$ cat src/rtl/intr_mode_pkg.sv
package intr_mode_pkg;
  localparam int unsigned NUM_SRC   = 6;
  localparam int unsigned DATA_W    = 32;
  localparam int unsigned LEN_W     = 7;
  localparam int unsigned NUM_FLAGS = 3;

  // Command bit positions inside a mode-register write
  localparam int unsigned CMD_INIT_CLR = 7;
  localparam int unsigned CMD_INIT_SET = 8;
  localparam int unsigned CMD_TEST_CLR = 9;
  localparam int unsigned CMD_TEST_SET = 10;
  localparam int unsigned CMD_ACK_SRC  = 11;
  localparam int unsigned CMD_REGM_CLR = 12;
  localparam int unsigned CMD_REGM_SET = 13;

  localparam int unsigned ACK_SRC_IDX = 5;

  typedef enum logic [1:0] {
    SEL_MODE = 2'd0,
    SEL_VER  = 2'd1,
    SEL_PEND = 2'd2,
    SEL_MASK = 2'd3
  } reg_sel_e;
endpackage

$ cat src/rtl/setclr_bank.sv
module setclr_bank #(
  parameter int unsigned N = 6
) (
  input  logic         clk,
  input  logic         rst_n,
  input  logic         en,
  input  logic [N-1:0] clr_cmd,
  input  logic [N-1:0] set_cmd,
  output logic [N-1:0] q
);
  for (genvar i = 0; i < N; i++) begin : g_bit
    logic bit_q;
    always_ff @(posedge clk) begin
      if (!rst_n) begin
        bit_q <= 1'b0;
      end else if (en) begin
        if (set_cmd[i])      bit_q <= 1'b1;
        else if (clr_cmd[i]) bit_q <= 1'b0;
      end
    end
    assign q[i] = bit_q;


    set_wins_chk: assert property (@(posedge clk) disable iff (!rst_n)
      (en && set_cmd[i]) |=> q[i]);


    idle_hold_chk: assert property (@(posedge clk) disable iff (!rst_n)
      (!en || (!set_cmd[i] && !clr_cmd[i])) |=> $stable(q[i]));
  end
endmodule

$ cat src/rtl/pending_bank.sv
module pending_bank #(
  parameter int unsigned N = 6
) (
  input  logic         clk,
  input  logic         rst_n,
  input  logic [N-1:0] raise,
  input  logic [N-1:0] clear,
  output logic [N-1:0] q
);
  logic [N-1:0] pend_q;

  for (genvar i = 0; i < N; i++) begin : g_src
    always_ff @(posedge clk) begin
      if (!rst_n)        pend_q[i] <= 1'b0;
      else if (raise[i]) pend_q[i] <= 1'b1;
      else if (clear[i]) pend_q[i] <= 1'b0;
    end


    raise_first_chk: assert property (@(posedge clk) disable iff (!rst_n)
      raise[i] |=> q[i]);


    clear_bit_chk: assert property (@(posedge clk) disable iff (!rst_n)
      (clear[i] && !raise[i]) |=> !q[i]);


    quiet_hold_chk: assert property (@(posedge clk) disable iff (!rst_n)
      (!clear[i] && !raise[i]) |=> $stable(q[i]));
  end

  assign q = pend_q;
endmodule

$ cat src/rtl/mode_reg.sv
module mode_reg
  import intr_mode_pkg::*;
#(
  parameter int unsigned W = DATA_W
) (
  input  logic         clk,
  input  logic         rst_n,
  input  logic         wr_en,
  input  logic [W-1:0] cmd,
  output logic [W-1:0] mode_word,
  output logic         ack_src
);
  logic [LEN_W-1:0]     len_q;
  logic [NUM_FLAGS-1:0] flags_q;
  logic [NUM_FLAGS-1:0] f_clr;
  logic [NUM_FLAGS-1:0] f_set;

  always_ff @(posedge clk) begin
    if (!rst_n)     len_q <= '0;
    else if (wr_en) len_q <= cmd[LEN_W-1:0];
  end

  assign f_clr = {cmd[CMD_REGM_CLR], cmd[CMD_TEST_CLR], cmd[CMD_INIT_CLR]};
  assign f_set = {cmd[CMD_REGM_SET], cmd[CMD_TEST_SET], cmd[CMD_INIT_SET]};

  setclr_bank #(.N(NUM_FLAGS)) u_flags (
    .clk    (clk),
    .rst_n  (rst_n),
    .en     (wr_en),
    .clr_cmd(f_clr),
    .set_cmd(f_set),
    .q      (flags_q)
  );

  assign mode_word = {{(W-LEN_W-NUM_FLAGS){1'b0}}, flags_q, len_q};
  assign ack_src   = wr_en & cmd[CMD_ACK_SRC];


  len_load_chk: assert property (@(posedge clk) disable iff (!rst_n)
    wr_en |=> len_q == $past(cmd[LEN_W-1:0]));


  ack_only_chk: assert property (@(posedge clk) disable iff (!rst_n)
    (wr_en && cmd[CMD_ACK_SRC] && f_clr == '0 && f_set == '0) |=> $stable(flags_q));
endmodule

$ cat src/rtl/intr_mode_ctrl.sv
module intr_mode_ctrl
  import intr_mode_pkg::*;
#(
  parameter int unsigned ADDR_W  = 4,
  parameter logic [31:0] VERSION = 32'h0202_0102
) (
  input  logic              clk,
  input  logic              rst_n,
  input  logic              bus_wr,
  input  logic [ADDR_W-1:0] bus_addr,
  input  logic [31:0]       bus_wdata,
  input  logic [31:0]       bus_wmask,
  output logic [31:0]       bus_rdata,
  input  logic [NUM_SRC-1:0] src_raise,
  input  logic [NUM_SRC-1:0] src_clear,
  output logic              irq_o
);
  localparam int unsigned SEL_W = 2;

  logic [DATA_W-1:0]  cmd;
  logic               in_map;
  reg_sel_e           sel;
  logic               wr_mode;
  logic               wr_mask;
  logic [DATA_W-1:0]  mode_word;
  logic               ack_src;
  logic [NUM_SRC-1:0] pend_q;
  logic [NUM_SRC-1:0] mask_q;
  logic [NUM_SRC-1:0] mask_clr;
  logic [NUM_SRC-1:0] mask_set;
  logic [NUM_SRC-1:0] pend_clr;
  logic               irq_q;

  assign cmd    = bus_wdata & bus_wmask;
  assign in_map = (bus_addr >> SEL_W) == '0;
  assign sel    = reg_sel_e'(bus_addr[SEL_W-1:0]);

  assign wr_mode = bus_wr && in_map && (sel == SEL_MODE);
  assign wr_mask = bus_wr && in_map && (sel == SEL_MASK);

  mode_reg #(.W(DATA_W)) u_mode (
    .clk      (clk),
    .rst_n    (rst_n),
    .wr_en    (wr_mode),
    .cmd      (cmd),
    .mode_word(mode_word),
    .ack_src  (ack_src)
  );

  for (genvar n = 0; n < NUM_SRC; n++) begin : g_mask_cmd
    assign mask_clr[n] = cmd[2*n];
    assign mask_set[n] = cmd[2*n+1];
  end

  setclr_bank #(.N(NUM_SRC)) u_mask (
    .clk    (clk),
    .rst_n  (rst_n),
    .en     (wr_mask),
    .clr_cmd(mask_clr),
    .set_cmd(mask_set),
    .q      (mask_q)
  );

  assign pend_clr = src_clear | (NUM_SRC'(ack_src) << ACK_SRC_IDX);

  pending_bank #(.N(NUM_SRC)) u_pend (
    .clk  (clk),
    .rst_n(rst_n),
    .raise(src_raise),
    .clear(pend_clr),
    .q    (pend_q)
  );

  always_ff @(posedge clk) begin
    if (!rst_n) irq_q <= 1'b0;
    else        irq_q <= |(pend_q & mask_q);
  end
  assign irq_o = irq_q;

  always_comb begin
    bus_rdata = '0;
    if (in_map) begin
      unique case (sel)
        SEL_MODE: bus_rdata = mode_word;
        SEL_VER:  bus_rdata = VERSION;
        SEL_PEND: bus_rdata = {{(DATA_W-NUM_SRC){1'b0}}, pend_q};
        SEL_MASK: bus_rdata = {{(DATA_W-NUM_SRC){1'b0}}, mask_q};
        default:  bus_rdata = '0;
      endcase
    end
  end


  irq_delay_chk: assert property (@(posedge clk) disable iff (!rst_n)
    1'b1 |=> irq_o == $past(|(pend_q & mask_q)));


  pend_wr_ignored_chk: assert property (@(posedge clk) disable iff (!rst_n)
    (bus_wr && in_map && sel == SEL_PEND && src_raise == '0 && src_clear == '0)
      |=> $stable(pend_q));


  mask_hold_chk: assert property (@(posedge clk) disable iff (!rst_n)
    !wr_mask |=> $stable(mask_q));
endmodule

$ cat config.mk
export PLATFORM = sky130hd
export DESIGN_NAME = intr_mode_ctrl
export DESIGN_NICKNAME = d
export VERILOG_FILES = /design/src/rtl/intr_mode_pkg.sv /design/src/rtl/setclr_bank.sv /design/src/rtl/pending_bank.sv /design/src/rtl/mode_reg.sv /design/src/rtl/intr_mode_ctrl.sv
export SDC_FILE = /design/constraint.sdc
export NUM_CORES = 1
export LEC_CHECK = 0
export BUFFER_PORTS_ARGS = -buffer_cell sky130_fd_sc_hd__buf_4
export CAP_MARGIN = 30
export CORE_MARGIN = 2
export CORE_UTILIZATION = 35
export CTS_BUF_LIST = sky130_fd_sc_hd__clkbuf_8
export CTS_CLUSTER_SIZE = 8
export DETAILED_ROUTE_END_ITERATION = 12
export PLACE_DENSITY = 0.84
export SYNTH_ARGS = -nofsm -noshare
export SYNTH_HDL_FRONTEND = slang
export SYNTH_SLANG_ARGS = --single-unit
$ cat constraint.sdc
create_clock -name clk -period 1 [get_ports clk]
set_input_delay 0.15 -clock clk [delete_from_list [all_inputs] [get_ports clk]]
set_output_delay 0.15 -clock clk [all_outputs]
set_load 0.005 [all_outputs]
==> results.sh <==
export IMPL_drt_iter0_drc=92
export IMPL_cts_tree="done"
export IMPL_cpPeakStageDelay_ps=340
export IMPL_leakage_nw=1.01
export IMPL_crit_family="flip-flops"
export IMPL_vias=1526
export IMPL_nNetsFinal=326
export IMPL_grt_pass1_wl_mm=6.46
export IMPL_clock_latency_ps=270
export IMPL_p_per_area_nw_per_um2=929
export IMPL_crit_slowest_cell="dfxtp_2"
export IMPL_synth_fa_ha_area_share_pct=0
export IMPL_die_area_sq_um=4370
export IMPL_drc_errors=0
export IMPL_nFillCells=341
export IMPL_synthCells=161
export IMPL_synth_compound_area_share_pct=17.8
export IMPL_hold_viol=0
export IMPL_root_buffer="clkbuf_8"
export IMPL_peakVddDrop_uv=759
export IMPL_clock_skew_ps=5.46
export IMPL_comb_power_share_pct=23.6
export IMPL_path_buf_inv=1
export IMPL_cp_data_arrival_time_ps=1210
export IMPL_drtAntennaViolNets=0
export IMPL_yosys_register_bits=23
export IMPL_portBuffers=59
export IMPL_num_antenna_cells=0
export IMPL_synth_top_area_cell="dfxtp_1"
export IMPL_maxCapViolCount=0
export IMPL_layout_common_cells="81 x buf_4, 20 x conb_1, 13 x dfxtp_2"
export IMPL_synth_xor_area_share_pct=0
export IMPL_clkPwrFrac_pct=28.7
export IMPL_violations="negative setup slack"
export IMPL_rsz0062_at_grt="yes"
export IMPL_synth_seq_area_share_pct=34.1
export IMPL_first_pass_iters=4
export IMPL_synthMuxAreaShare_pct=10.1
export IMPL_start_util_pct=36.6
export IMPL_postCtsHoldBufs=0
export IMPL_outcome="finished with violations"
export IMPL_post_drt_wl_per_cell_um=15.6
export IMPL_dp_hpwl_mm=3.14
export IMPL_clockBufferDepth=2
export IMPL_final_common_cell="buf_4"
export IMPL_grt_antenna_before_repair=0
export IMPL_synthTopCellsByArea="dfxtp_1 34%, buf_4 12%, mux2i_1 5.9%, a22oi_1 4.5%, mux2_2 4.2%"
export IMPL_sw_frac_of_total_pct=26.4
export IMPL_gp_congestion=0.938
export IMPL_overflow=0
export IMPL_p_total_mw=1.99
export IMPL_endpoint_kind="output port"
export IMPL_netSwitchingPower_uw=526
export IMPL_drt_wl_total_mm=4.53
export IMPL_synth_area_sq_um=1350
export IMPL_via_per_inst=5.26
export IMPL_ys_types=31
export IMPL_rows=22
export IMPL_htreeDepth=1
export IMPL_worstSetupStartpointType="register"
export IMPL_postSynthAreaPerCell_sq_um=8.38
export IMPL_core_area_sq_um=3690
export IMPL_synth_simple_area_share_pct=20.6
export IMPL_fmax_mhz=734
export IMPL_io_pins=116
export IMPL_seq_power_share_pct=47.7
export IMPL_synth_warnings=0
export IMPL_path_cells="mux2_4, a22oi_2, nor2_1, buf_4"
export IMPL_dieWidth_um=66.1
export IMPL_period_needed_ps=1360
export IMPL_track_usage_pct=19.5
export IMPL_setup_slack_ps=-363
export IMPL_syn2layout_area_growth_pct=59.1
export IMPL_hp_class="input port to register"
export IMPL_final_layout_size_suffix_gt1_share_pct=53.3
export IMPL_slew_viol_final=0
export IMPL_cp_required_ps=850
export IMPL_period_share_pct=136
export IMPL_synth_top_family_by_area="simple AND/OR/NAND/NOR gates"
export IMPL_crit_type="register to output port"
export IMPL_fin_area_sq_um=2150
export IMPL_place_area_sq_um=1910
export IMPL_numCtsBuffers=3
export IMPL_grt_max_degree=18
export IMPL_die_y_um=66.1
export IMPL_clk_pin_slew_ps=80
export IMPL_grt_pass1_vias=1416
export IMPL_critPathMaxFanout=2
export IMPL_intPower_mw=1.47
export IMPL_setup_viol=14
export IMPL_cts_sink_count=23
export IMPL_synth_top_area_share_pct=34.1
export IMPL_tns_ps=-2200
==> cells in the mapped netlist <==
cell	count
dfxtp_1	23
buf_4	21
nor2_1	13
nand2_1	11
a21oi_1	8
a22oi_1	8
mux2i_1	8
nand4_1	8
nand3_1	7
a41oi_1	5
and3_1	5
clkbuf_1	5
inv_1	5
mux2_2	5
a41o_1	4
buf_2	4
o21ai_0	3
a32o_1	2
and2_1	2
nor3_1	2
nor3b_1	2
a211oi_1	1
a31oi_1	1
buf_6	1
clkinv_1	1
conb_1	1
nand2b_1	1
nor3_2	1
o21a_1	1
or2_2	1
or3b_4	1
==> through the flow <==
step,instances,setup slack [ps],util [%],hold WS [ps]
final,290,-363,58.2,80.0
after global routing,290,-390,58.2,80.4
after CTS,286,-348,55.2,81.9
after detailed placement,280,-303,51.7,362
after global placement,280,-241,51.7,361
after floorplan,180,-64.0,-,267
==> tightest hold or removal path: cells and delay by family <==
family	cells	cell delay [ps]
compound gates	1	30
simple gates	1	60
buf+inv	1	80
==> per-layer routing <==
metal	part of all wire [%]	GRT usage (%)	vias up
met4	3.2	6.12	0
met5	0	0	-
met1	38	22.6	726
li1	-	-	701
met2	51	34.5	80
met3	7.3	5.28	19
==> power groups by stage <==
stage          registers, mW  logic, mW  clock network (mW)
2_1_floorplan          0.968      0.209                   0
3_3_place_gp           0.969      0.390                   0
3_5_place_dp           0.969      0.399                   0
4_1_cts                0.949      0.425               0.581
5_1_grt                0.954      0.503               0.614
6_report               0.952      0.471               0.572
==> cells by family (layout without fill, tap and decap cells) <==
| kind of cell | count (synthesis) | in the layout |
|---|---|---|
| AO/OA/AOI/OAI | 33 | 33 |
| buffers and inverters | 37 | 99 |
| flip-flops | 23 | 23 |
| multiplexers | 13 | 13 |
| other | 1 | 20 |
| AND/OR/NAND/NOR | 54 | 54 |
==> worst paths after layout <==
kind / cells after the start / to / start / slack [ps]
setup / recovery: 4 / bus_rdata[3] / u_mask.g_bit[3].bit_q / -360
hold / removal: 3 / u_pend.q[3] / src_raise[3] / 80
setup reg to reg: 3 / irq_o / u_mask.g_bit[4].bit_q / 100
hold reg to reg: 2 / u_mode.len_q[5] / u_mode.len_q[5] / 480
==> registers in the layout, summed over array words and instances (netlist names) <==
name and flops:
u_mask.g_bit.bit_q 6, u_pend.q 6, u_mode.len_q 7, u_mode.u_flags.g_bit.bit_q 3, irq_o 1
==> timing repair <==
action,in CTS,in global routing
pin swaps,2,2
setup endpoints to repair,19,28
setup buffers,2,2
gates cloned,0,2
resized for setup,21,28
==> final cells by class <==
class | instances | area [sq um] | share of cell area (%)
inverter | 6 | 22.5 | 1.05
multi-input combinational | 120 | 836 | 39.0
clock inverter | 1 | 3.75 | 0.175
timing repair buffer | 89 | 706 | 32.9
tap | 48 | 60.1 | 2.80
clock buffer | 3 | 41.3 | 1.92
sequential | 23 | 477 | 22.2
Note: power is estimated with default switching activity, not from simulation.
